==> src/rtl/fir_mcm_pkg.sv <==
package fir_mcm_pkg;

    // number of taps in the fixed filter
    localparam int TAPS      = 5;
    // magnitude bits of the largest coefficient (341 < 512)
    localparam int COEF_BITS = 9;
    // sum of all coefficients, used for output range bounds
    localparam int COEF_SUM  = 873;

    // intermediate values produced by the shared graph
    typedef enum logic [1:0] {
        FUND_X5   = 2'd0,
        FUND_X261 = 2'd1,
        FUND_X341 = 2'd2
    } fund_e;

    // which shared value feeds a given tap
    function automatic fund_e fund_of_tap(input int k);
        int m;
        m = (k > TAPS - 1 - k) ? TAPS - 1 - k : k;
        case (m)
            0:       return FUND_X5;
            1:       return FUND_X261;
            default: return FUND_X341;
        endcase
    endfunction

    // accumulator width: data bits + coefficient bits + growth of the tap sum
    function automatic int acc_width(input int data_w);
        return data_w + COEF_BITS + $clog2(TAPS);
    endfunction

endpackage

==> src/rtl/fir_mcm_graph.sv <==
module fir_mcm_graph #(
    parameter int IN_W  = 12,
    parameter int OUT_W = 24
) (
    input  logic                    clk,
    input  logic                    rst_n,
    input  logic signed [IN_W-1:0]  x,
    output logic signed [OUT_W-1:0] f5,
    output logic signed [OUT_W-1:0] f261,
    output logic signed [OUT_W-1:0] f341
);

    logic signed [OUT_W-1:0] xe;

    always_comb begin
        xe   = OUT_W'(x);
        // 5x = 4x + x
        f5   = (xe <<< 2) + xe;
        // 261x = 256x + 5x
        f261 = (xe <<< 8) + f5;
        // 341x = 261x + 16*5x
        f341 = f261 + (f5 <<< 4);
    end


    fund_x5_chk: assert property (@(posedge clk) disable iff (!rst_n)
        f5 == xe * 5);

    fund_x261_chk: assert property (@(posedge clk) disable iff (!rst_n)
        f261 == xe * 261);

    fund_x341_chk: assert property (@(posedge clk) disable iff (!rst_n)
        f341 == xe * 341);

endmodule

==> src/rtl/fir_mcm_chain.sv <==
module fir_mcm_chain #(
    parameter int TAPS  = 5,
    parameter int ACC_W = 24
) (
    input  logic                    clk,
    input  logic                    rst_n,
    input  logic                    en,
    input  logic signed [ACC_W-1:0] prod [TAPS],
    output logic signed [ACC_W-1:0] head
);

    // delay registers between the adders; index 1 is nearest the output
    logic signed [ACC_W-1:0] dly_q [1:TAPS-1];

    for (genvar k = 1; k < TAPS; k++) begin : g_stage
        if (k == TAPS - 1) begin : g_last
            always_ff @(posedge clk or negedge rst_n) begin
                if (!rst_n)
                    dly_q[k] <= '0;
                else if (en)
                    dly_q[k] <= prod[k];
            end
        end else begin : g_mid
            always_ff @(posedge clk or negedge rst_n) begin
                if (!rst_n)
                    dly_q[k] <= '0;
                else if (en)
                    dly_q[k] <= prod[k] + dly_q[k+1];
            end
        end


        stage_hold_chk: assert property (@(posedge clk) disable iff (!rst_n)
            !en |=> $stable(dly_q[k]));
    end

    assign head = prod[0] + dly_q[1];

endmodule

==> src/rtl/fir_mcm_top.sv <==
module fir_mcm_top
    import fir_mcm_pkg::*;
#(
    parameter int DATA_W = 12,
    localparam int ACC_W = acc_width(DATA_W)
) (
    input  logic                    clk,
    input  logic                    rst_n,
    input  logic                    in_valid,
    input  logic signed [DATA_W-1:0] in_data,
    output logic                    out_valid,
    output logic signed [ACC_W-1:0] out_data
);

    localparam longint MAX_OUT = ((longint'(1) <<< (DATA_W - 1)) - 1) * COEF_SUM;
    localparam longint MIN_OUT = -(longint'(1) <<< (DATA_W - 1)) * COEF_SUM;

    logic signed [ACC_W-1:0] f5;
    logic signed [ACC_W-1:0] f261;
    logic signed [ACC_W-1:0] f341;
    logic signed [ACC_W-1:0] prod [TAPS];
    logic signed [ACC_W-1:0] head;

    fir_mcm_graph #(
        .IN_W  (DATA_W),
        .OUT_W (ACC_W)
    ) i_graph (
        .clk   (clk),
        .rst_n (rst_n),
        .x     (in_data),
        .f5    (f5),
        .f261  (f261),
        .f341  (f341)
    );

    // route each shared value to the taps that use it
    for (genvar k = 0; k < TAPS; k++) begin : g_tap
        localparam fund_e SEL = fund_of_tap(k);
        always_comb begin
            unique case (SEL)
                FUND_X5:   prod[k] = f5;
                FUND_X261: prod[k] = f261;
                FUND_X341: prod[k] = f341;
                default:   prod[k] = '0;
            endcase
        end
    end

    fir_mcm_chain #(
        .TAPS  (TAPS),
        .ACC_W (ACC_W)
    ) i_chain (
        .clk   (clk),
        .rst_n (rst_n),
        .en    (in_valid),
        .prod  (prod),
        .head  (head)
    );

    always_ff @(posedge clk or negedge rst_n) begin
        if (!rst_n) begin
            out_valid <= 1'b0;
            out_data  <= '0;
        end else begin
            out_valid <= in_valid;
            if (in_valid)
                out_data <= head;
        end
    end


    valid_follow_chk: assert property (@(posedge clk) disable iff (!rst_n)
        in_valid |=> out_valid);

    valid_idle_chk: assert property (@(posedge clk) disable iff (!rst_n)
        !in_valid |=> !out_valid);

    out_hold_chk: assert property (@(posedge clk) disable iff (!rst_n)
        !in_valid |=> $stable(out_data));

    no_overflow_chk: assert property (@(posedge clk) disable iff (!rst_n)
        (longint'(out_data) <= MAX_OUT) && (longint'(out_data) >= MIN_OUT));

endmodule

==> config.mk <==
export PLATFORM = sky130hd
export DESIGN_NAME = fir_mcm_top
export DESIGN_NICKNAME = d
export VERILOG_FILES = /design/src/rtl/fir_mcm_pkg.sv /design/src/rtl/fir_mcm_graph.sv /design/src/rtl/fir_mcm_chain.sv /design/src/rtl/fir_mcm_top.sv
export SDC_FILE = /design/constraint.sdc
export NUM_CORES = 1
export LEC_CHECK = 0
export ABC_CLOCK_PERIOD_IN_PS = 6200
export BUFFER_PORTS_ARGS = -buffer_cell sky130_fd_sc_hd__buf_2
export CORE_UTILIZATION = 65
export DETAILED_ROUTE_END_ITERATION = 10
export PLACE_DENSITY = 0.83
export RECOVER_POWER = 100
export SYNTH_ARGS = -nofsm -noshare
export SYNTH_HDL_FRONTEND = slang
export SYNTH_SLANG_ARGS = --single-unit
==> constraint.sdc <==
create_clock -name clk -period 6.2 [get_ports clk]
set_clock_uncertainty 0.1 [all_clocks]
set_input_delay 1.55 -clock clk [delete_from_list [all_inputs] [get_ports clk]]
set_output_delay 1.55 -clock clk [all_outputs]
set_load 0.03 [all_outputs]
== After elaboration in Yosys (flattened, before gate mapping) ==
Cells that the tools add are included.
Storage, ports and cells
  flip-flop bits (word level): 112
  bits in latches: 0
  memory bits (writable): 0
  bits in read-only memories: 0
  input bits: 15
  output and inout port bits: 25
  memories kept: 0
Operators by class
  add/subtract/negate cells: 7
  multipliers: 0
  divide/modulo/power cells: 0
  magnitude comparators: 0
  equal/unequal tests: 0
  shifts and indexed selects: 0
  muxes and demuxes: 0
  bitwise gates (word level): 0
  reductions and logical operators: 0
Operators by type and width (count)
  adder 15 x 24 -> 24 bit: 1
  adder 21 x 24 -> 24 bit: 1
  adder 24 bit: 1
  adder 21 x 15 -> 22 bit: 1
  adder 21 x 19 -> 22 bit: 1
  adder 20 x 15 -> 21 bit: 1
  adder 14 x 12 -> 15 bit: 1

== Logic depth before layout (Yosys ltp) ==
Gate-level depths: netlist of the first run.
  depth in word-level cells: 4
  mapped depth: 30

== Cells and area by module ==
Synthesis of the first run repeated with hierarchy kept, for this count alone.
Unflattened totals
  cells, all modules: 1153
  area total of the unflattened synthesis: 10916.7 sq um
Modules (own cells, without submodules)
  fir_mcm_chain: instances 1, cells an instance 867, area an instance 8040.2 sq um, sequential area each 2402.3 sq um
  fir_mcm_graph: instances 1, cells an instance 234, area an instance 1854.3 sq um, sequential area each 0.0 sq um
  fir_mcm_top: instances 1, cells an instance 52, area an instance 1022.2 sq um, sequential area each 625.6 sq um

== Least setup slack after synthesis of the first run ==
OpenSTA, ideal clock, no wires.
  kind: input to register
  start point: input port in_data[1]
  end point: register i_chain.dly_q[67] (netlist name)
  library setup time: 126 ps
  data arrival time: 6776 ps
  data required time: 5974 ps
  slack: -802 ps
  cell stages on the path: 27
  path through: inv_1 fa_1 nor2b_1 o21ai_0 a21boi_1 o31a_1 o211ai_1 nand2_1 o311ai_1 ha_1 a21oi_1 o21ai_0 a21o_1 a21oi_1 o21ai_0 xnor2_1 ha_1 a2111oi_0 mux2i_1 o311a_1 ha_1 inv_1 o21bai_1 a21o_1 a21oi_1 o21ai_0 o32a_1
On the way
  longest elaborated chain between the ends: 4
RTL lines
  start, declared: line fir_mcm_top.sv:10  | input logic signed [DATA_W-1:0] in_data,
  adder 14 x 12 -> 15 bit (*): line fir_mcm_graph.sv:18  | f5 = (xe <<< 2) + xe;
  net f5[12]: line fir_mcm_top.sv:18  | logic signed [ACC_W-1:0] f5;
  adder 20 x 15 -> 21 bit: line fir_mcm_graph.sv:20  | f261 = (xe <<< 8) + f5;
  adder 21 x 19 -> 22 bit (*): line fir_mcm_graph.sv:22  | f341 = f261 + (f5 <<< 4);
  adder 24 bit (*): line fir_mcm_chain.sv:28  | dly_q[k] <= prod[k] + dly_q[k+1];
  end signal, assigned by index: line fir_mcm_chain.sv:28
  end, declared: line fir_mcm_chain.sv:13  | logic signed [ACC_W-1:0] dly_q [1:TAPS-1];
The timed path passes the listed nets; every way through them passes the cells marked *.
A chain may end at the register's enable or synchronous reset.

== Final worst setup path of the first run ==
  start point: input port in_data[2]
  end point: register i_chain.dly_q[66] (netlist name)
The elaborated chain is that of the path after synthesis.

==> summary.txt, run 1 <==
Status
  – Status: complete, but fails checks
  – Failing checks: design-rule violations, max-capacitance violations, max-slew violations, negative setup slack

Placed design
  – GP Congestion: approximately 0.93
  – Hpwl dp: slightly above 20000 um
  – Dpl ws: -883.2 ps
  – Number of I/O port buffers: 39

Synthesis
  – Avg Inst Size Synth: 9.109 um^2
  – Synthesized cell area: 9920 um^2
  – Synth warn: 0
  – Cells after synthesis: around 1100
  – Ys flop type: dfrtp_1
  – Synthesized net count: between 1000 and 1500
  – Async S/R FF share, synth: 1.000
  – Unique masters post-synth: 65
  – Sequential area share after synthesis: 0.2775
  – Yosys reg bits: 110
  – EDFF count, synth: 0

Route
  – Starting DRT DRC Count: between 900 and 1000
  – TritonRoute pass-1 iters: 9
  – DRC viols: 5
  – Via count: around 10000
  – Highest routed layer: met4
  – DR WL/cell: ~24 um
  – Via density: between 6 and 7
  – WL met1: 12860 um
  – Met3 Wirelength: about 3600 um
  – Final ANT Viol Nets: 0
  – Met2 WL: 16180 um
  – WL final: ~35000 um

Flow run
  – Max cap viols: 1

Floorplan
  – # rows: between 40 and 50
  – Core area: approximately 15000 um^2
  – Die Area: 15760 um^2
  – Die Height: roughly 130 um
  – Die width: between 100 and 150 um
  – Starting Density: 0.6748
  – I/O pin total: 40

STA
  – Final Hold Fails: 0
  – Max Freq: approximately 140 MHz
  – Relative slew margins: -1.496
  – Slew Viols, Final: 69
  – RSZ-0062 raised after global routing: yes
  – Tmin final: a little over 7000 ps
  – Setup ws final: -943.3 ps
  – Slew @ Worst Pin: between 3000 and 4000 ps
  – Final setup viols: 24
  – Fraction of the cycle the final worst path needs: 1.152

Global routing
  – Total track usage: 0.3718
  – Gr ovfl total: 0
  – Vias in the first global route: just under 10000
  – Largest net degree at the start of global routing: roughly 70
  – Global-route wire length before repair: roughly 46000 um
  – Antenna violations before repair: 0

Setup path
  – CP arrival: around 7300 ps
  – Slowest-stage cell, CP: ha_2
  – Most frequent CP cell: o21ai_2
  – Startpoint types: input port
  – Req. time, crit path: roughly 6300 ps
  – Worst Path Max Fanout: 6
  – Critical Path End Type: flip-flop
  – Crit path kind: input port to flip-flop
  – Largest stage delay on the critical path: about 410 ps

Final layout
  – Layout cells sized above 1: 0.3550
  – Final net count: 1453
  – Syn-to-layout area delta: 29.98%
  – Filler cells: ~690
  – Antenna cells: 0

CTS
  – Clock Latency Late Sink: between 300 and 400 ps
  – Clock slew at reported path FFs: roughly 80 ps
  – Cts hold-fix bufs: 0
  – Root buffer cell: clkbuf_16
  – Sink Count: 110
  – CTS Buf Count: 9
  – CTS tree: done
  – Htree depth: 3
  – Max clock buf depth: 2

Hold path
  – Type of the worst min-delay path: flip-flop to flip-flop
==> area by class of cell <==
type / count / area, um^2 / area share
well taps: 184 / 230.2 / 0.01786
inverters: 43 / 167.7 / 0.01300
clock buffers: 10 / 229.0 / 0.01776
repair buffers: 235 / 1735 / 0.1346
flip-flops and latches: 110 / 2753 / 0.2135
multi-input cells: 906 / 7704 / 0.5975
clock inverters: 6 / 75.07 / 0.005822
==> final timing paths <==
kind                       slack (ps)                            end                     startpoint  cells past startpoint
hold reg to reg                   380        out_data[4]$_DFFE_PN0P_        out_data[4]$_DFFE_PN0P_                      1
min in group asynchronous        2350        out_data[2]$_DFFE_PN0P_                          rst_n                      1
setup reg to reg                 2800  i_chain.dly_q[64]$_DFFE_PN0P_  i_chain.dly_q[24]$_DFFE_PN0P_                     11
max in group asynchronous        1540  i_chain.dly_q[38]$_DFFE_PN0P_                          rst_n                      2
setup / recovery                 -940  i_chain.dly_q[66]$_DFFE_PN0P_                     in_data[2]                     30
hold / removal                    380        out_data[4]$_DFFE_PN0P_        out_data[4]$_DFFE_PN0P_                      1
==> layer usage <==
| metal | vias up | track usage |
|---|---|---|
| met3 | 257 | 0.06076 |
| met4 | 0 | 0.1801 |
| li1 | 4448 | - |
| met2 | 745 | 0.6239 |
| met1 | 4848 | 0.4658 |
| met5 | - | 0 |
==> through the flow <==
stage | hold slack, ps | instance area (um^2) | cells | util | TNS (ps)
3_5_place_dp | 363.9 | 11620 | 1449 | 0.7904 | -13450
5_1_grt | 404.9 | 12890 | 1494 | 0.8772 | -15100
4_1_cts | 381.6 | 12290 | 1482 | 0.8361 | -1551
3_3_place_gp | 356.3 | 11620 | 1449 | 0.7904 | -9601
2_1_floorplan | 357.3 | 10090 | 1089 | - | -2704
6_report | 377.1 | 12890 | 1494 | 0.8772 | -11510
==> cells in the mapped netlist, types with 11 or more instances <==
cell type  count  share of area
a31oi_1       20          0.013
dfrtp_1      110           0.28
nor2_1        70          0.026
a211oi_1      16          0.012
a21oi_1      101          0.051
nand3_1       31          0.016
inv_1         43          0.016
nor3_1        14         0.0071
nor2b_1       14         0.0088
xnor2_1       58          0.051
xor2_1        34          0.030
nand2b_1      11         0.0069
clkbuf_1      18         0.0068
a21o_1        44          0.033
o21ai_0       68          0.034
o21a_1        21          0.016
nand2_1       76          0.029
ha_1         126           0.16
mux2_2        81          0.092
==> worst max-delay path, delay by kind of cell <==
family          cells  cell delay, ps
compound gates     16            3030
xor+xnor            2             530
fa+ha+maj           5            1430
buf+inv             4             470
simple gates        3             260
==> registers in the layout, indices dropped and copies added (netlist names) <==
| name | count |
|---|---|
| out_data | 24 |
| out_valid | 1 |
| i_chain.dly_q | 85 |
==> logic make-up (layout without fill, tap and decap cells) <==
logic type	count (synthesis)	count (layout)	synth area share
multiplexers	84	84	0.09498
AND/OR/NAND/NOR	251	251	0.1182
adder cells (fa/ha/maj)	133	133	0.1731
flip-flops	110	110	0.2775
buffers and inverters	73	294	0.02851
AO/OA/AOI/OAI	346	346	0.2265
XOR/XNOR	92	92	0.08123
==> cell usage in the layout, fill, tap and decap left out, types with 5 or more instances in the layout <==
cell type / instances
o31ai_1: 7
o21a_1: 21
nand3_2: 5
nand2_2: 5
nand3_1: 26
nand2b_1: 10
o21ai_0: 45
ha_1: 106
a211oi_1: 13
or3_1: 7
o21ai_1: 14
nand4_1: 7
nor2_1: 64
a21oi_4: 6
buf_2: 34
nor2b_1: 13
buf_4: 187
mux2_2: 80
nor3_1: 10
a21oi_2: 17
dfrtp_1: 110
a21oi_1: 78
o2bb2ai_1: 6
ha_2: 8
xnor2_1: 47
a31oi_1: 16
o21ai_2: 11
xnor2_2: 10
o211ai_1: 10
xor2_1: 31
nand2_1: 70
inv_1: 38
buf_6: 10
fa_1: 5
ha_4: 12
a21o_1: 43
clkbuf_16: 9
o21bai_1: 8
==> timing repair <==
item | 4_1_cts | 5_1_grt
buffers inserted | 17 | 14
endpoints found under the setup margin | 18 | 25
pin swaps | 52 | 58
endpoints found under the hold margin | 0 | 0
resized for setup | 56 | 101
Power of run 1 is left out: the tool's default activity adds up to more than one toggle a clock period on the data nets, which glitch-free logic cannot reach.
==> run 2: changes to the inputs <==
--- a/config.mk
+++ b/config.mk
@@ -7,9 +7,12 @@
 export LEC_CHECK = 0
 export ABC_CLOCK_PERIOD_IN_PS = 6200
 export BUFFER_PORTS_ARGS = -buffer_cell sky130_fd_sc_hd__buf_2
-export CORE_UTILIZATION = 65
+export CELL_PAD_IN_SITES_DETAIL_PLACEMENT = 0
+export CELL_PAD_IN_SITES_GLOBAL_PLACEMENT = 1
+export CORE_UTILIZATION = 53
+export CTS_CLUSTER_DIAMETER = 50
 export DETAILED_ROUTE_END_ITERATION = 10
-export PLACE_DENSITY = 0.83
+export PLACE_DENSITY = 0.95
 export RECOVER_POWER = 100
 export SYNTH_ARGS = -nofsm -noshare
 export SYNTH_HDL_FRONTEND = slang
==> run 2 against run 1 <==
The flow still finishes with violations (design-rule violations, max-capacitance violations, max-slew violations, negative setup slack). Critical endpoint is now i_chain.dly_q[70]$_DFFE_PN0P_. Highest routed layer unchanged. Non-clock buffer count shrank 4. Critical path depth rose by 2. Largest cell class unchanged. Wire length decreased by 16%. Count of clock-buffer cells in the layout unchanged. First-iteration DRC count is 20% lower.
==> summary.txt, run 2 (synthesized netlist as in run 1, its figures left out) <==
Setup path
  – Crit path max-delay family: compound AO/OA/AOI/OAI gates
  – Crit path kind: input port to flip-flop
  – CP arrival: 7190 ps (-80 ps)
  – Req. time, crit path: 6350 ps (+20 ps)
  – Most frequent CP cell: a21o_1
  – Startpoint types: input port
  – Worst path bufs/invs: 4 (unchanged)
  – Worst Path Max Fanout: 4 (-2)
  – Largest stage delay on the critical path: 400 ps (about the same)
  – Critical Path End Type: flip-flop
  – Slowest-stage cell, CP: fa_2

Final layout
  – Layout cells sized above 1: 0.3285 (-0.02648)
  – Largest registers: i_chain.dly_q (85), out_data (24), out_valid (1)
  – Most frequent cells in the layout: buf_4 (178), dfrtp_1 (110), ha_1 (109), mux2_2 (80), a21oi_1 (76)
  – Antenna cells: 0 (unchanged)
  – Filler cells: 1275 (+86%)
  – Commonest non-fill, non-tap cell in the layout: buf_4
  – Largest reg by FF count: i_chain.dly_q
  – Footprint of the multi-input gates: 7711 um^2 (about the same)
  – Finished Layout Cells: 1535 (+2.7%)
  – Syn-to-layout area delta: 30.00% (about the same)
  – Final net count: 1449 (-0.28%)
  – Reg area: 2753 um^2 (unchanged)
  – Max reg flops: 85 (unchanged)

Floorplan
  – Starting Density: 0.5466 (-0.1282)
  – Die Height: 138.8 um (+11%)
  – Die width: 138.8 um (+11%)
  – # rows: 49 (+11%)
  – Die Area: 19270 um^2 (+22%)
  – I/O pin total: 40 (unchanged)
  – Core area: 18150 um^2 (+23%)

STA
  – Tmin final: 7041 ps (-102.3 ps)
  – Setup TNS: -8230 ps (+3281 ps)
  – Hold_ws: 388.0 ps (+10.92 ps)
  – Fraction of the cycle the final worst path needs: 1.136 (-0.01649)
  – Slew @ Worst Pin: 3659 ps (-85.14 ps)
  – RSZ-0062 raised after global routing: yes
  – Slew Viols, Final: 102 (+48%)
  – Final setup viols: 23 (-4.2%)
  – Final Hold Fails: 0 (unchanged)
  – Max Freq: 142.0 MHz (+1.5%)
  – Relative slew margins: -1.439 (+0.05676)
  – Setup ws final: -841.1 ps (+102.3 ps)

Placed design
  – GP Congestion: 0.9482 (+1.9%)
  – Number of I/O port buffers: 39 (unchanged)
  – Hpwl dp: 19510 um (-4.4%)
  – Dpl ws: -883.3 ps (-0.1660 ps)
  – Post-Place Cells: 1492 (+3.0%)

CTS
  – Clock Latency Late Sink: 370 ps (about the same)
  – Clock slew at reported path FFs: 80 ps (about the same)
  – Sink Count: 110 (unchanged)
  – CTS Buf Count: 9 (unchanged)
  – Htree depth: 3 (unchanged)
  – Max clock buf depth: 2 (unchanged)
  – Root buffer cell: clkbuf_16
  – CTS tree: done

Global routing
  – Antenna violations before repair: 0 (unchanged)
  – Vias in the first global route: 8749 (-9.3%)
  – Largest net degree at the start of global routing: 72 (+1.4%)
  – Gr ovfl total: 0 (unchanged)
  – Total track usage: 0.2711 (-0.1007)
  – Global-route wire length before repair: 41810 um (-9.9%)

Hold path
  – Type of the worst min-delay path: flip-flop to flip-flop

Route
  – Via count: 9511 (-7.6%)
  – WL final: 29630 um (-16%)
  – Via density: 6.196 (-10%)
  – Starting DRT DRC Count: 767 (-20%)
  – DRC viols: 8 (+3)
  – DR WL/cell: 19.31 um (-18%)
  – Final ANT Viol Nets: 0 (unchanged)
  – TritonRoute pass-1 iters: 9 (unchanged)

Flow run
  – Max cap viols: 3 (+2)

Status
  – Failing checks: design-rule violations, max-capacitance violations, max-slew violations, negative setup slack
  – Status: complete, but fails checks
run 2: changes by cell type in the layout (fill, tap and decap cells not counted), moves of 5 or more:
cell,previous run,this run
buf_4,187,178
nor2_2,4,9
clkbuf_1,2,28
buf_2,34,9
ha_2,8,1
run 2: layout make-up:
cell class | count | share of cell area
Multi-Input combinational cell | 906 | 0.5980
Sequential cell | 110 | 0.2135
Timing Repair Buffer | 231 | 0.1291
Tap cell | 229 | 0.02222
Clock buffer | 10 | 0.01853
Inverter | 43 | 0.01281
Clock inverter | 6 | 0.005919
run 2: per-stage QoR:
| stage | util | area, um^2 |
|---|---|---|
| floorplan | - | 10090 |
| global placement | 0.6425 | 11660 |
| detailed placement | 0.6425 | 11660 |
| CTS | 0.6768 | 12280 |
| global route | 0.7106 | 12890 |
| finish | 0.7106 | 12890 |
run 2: final timing paths:
check,from,endpoint,slack (ps),depth (start not counted)
worst max-delay path,in_data[2],i_chain.dly_q[70]$_DFFE_PN0P_,-840,32
worst min-delay path,i_chain.dly_q[91]$_DFFE_PN0P_,i_chain.dly_q[91]$_DFFE_PN0P_,390,1
worst max register to register,i_chain.dly_q[24]$_DFFE_PN0P_,i_chain.dly_q[64]$_DFFE_PN0P_,2570,11
worst min register to register,i_chain.dly_q[91]$_DFFE_PN0P_,i_chain.dly_q[91]$_DFFE_PN0P_,390,1
max in group asynchronous,rst_n,out_data[15]$_DFFE_PN0P_,1170,2
min in group asynchronous,rst_n,out_data[1]$_DFFE_PN0P_,2320,1
run 2: what timing repair did:
action	in CTS	in global routing
pin swaps	50	65
hold buffers	0	0
endpoints found under the setup margin	16	24
gates resized for setup	48	106
setup buffers	8	20
run 2: layer usage:
metal,GRT usage,vias to the layer above,part of all wire
li1,-,4449,-
met1,0.3456,4579,0.41
met2,0.4710,370,0.48
met3,0.02452,113,0.059
met4,0.1146,0,0.051
met5,0,-,0
Power of run 2 is left out for the same reason.
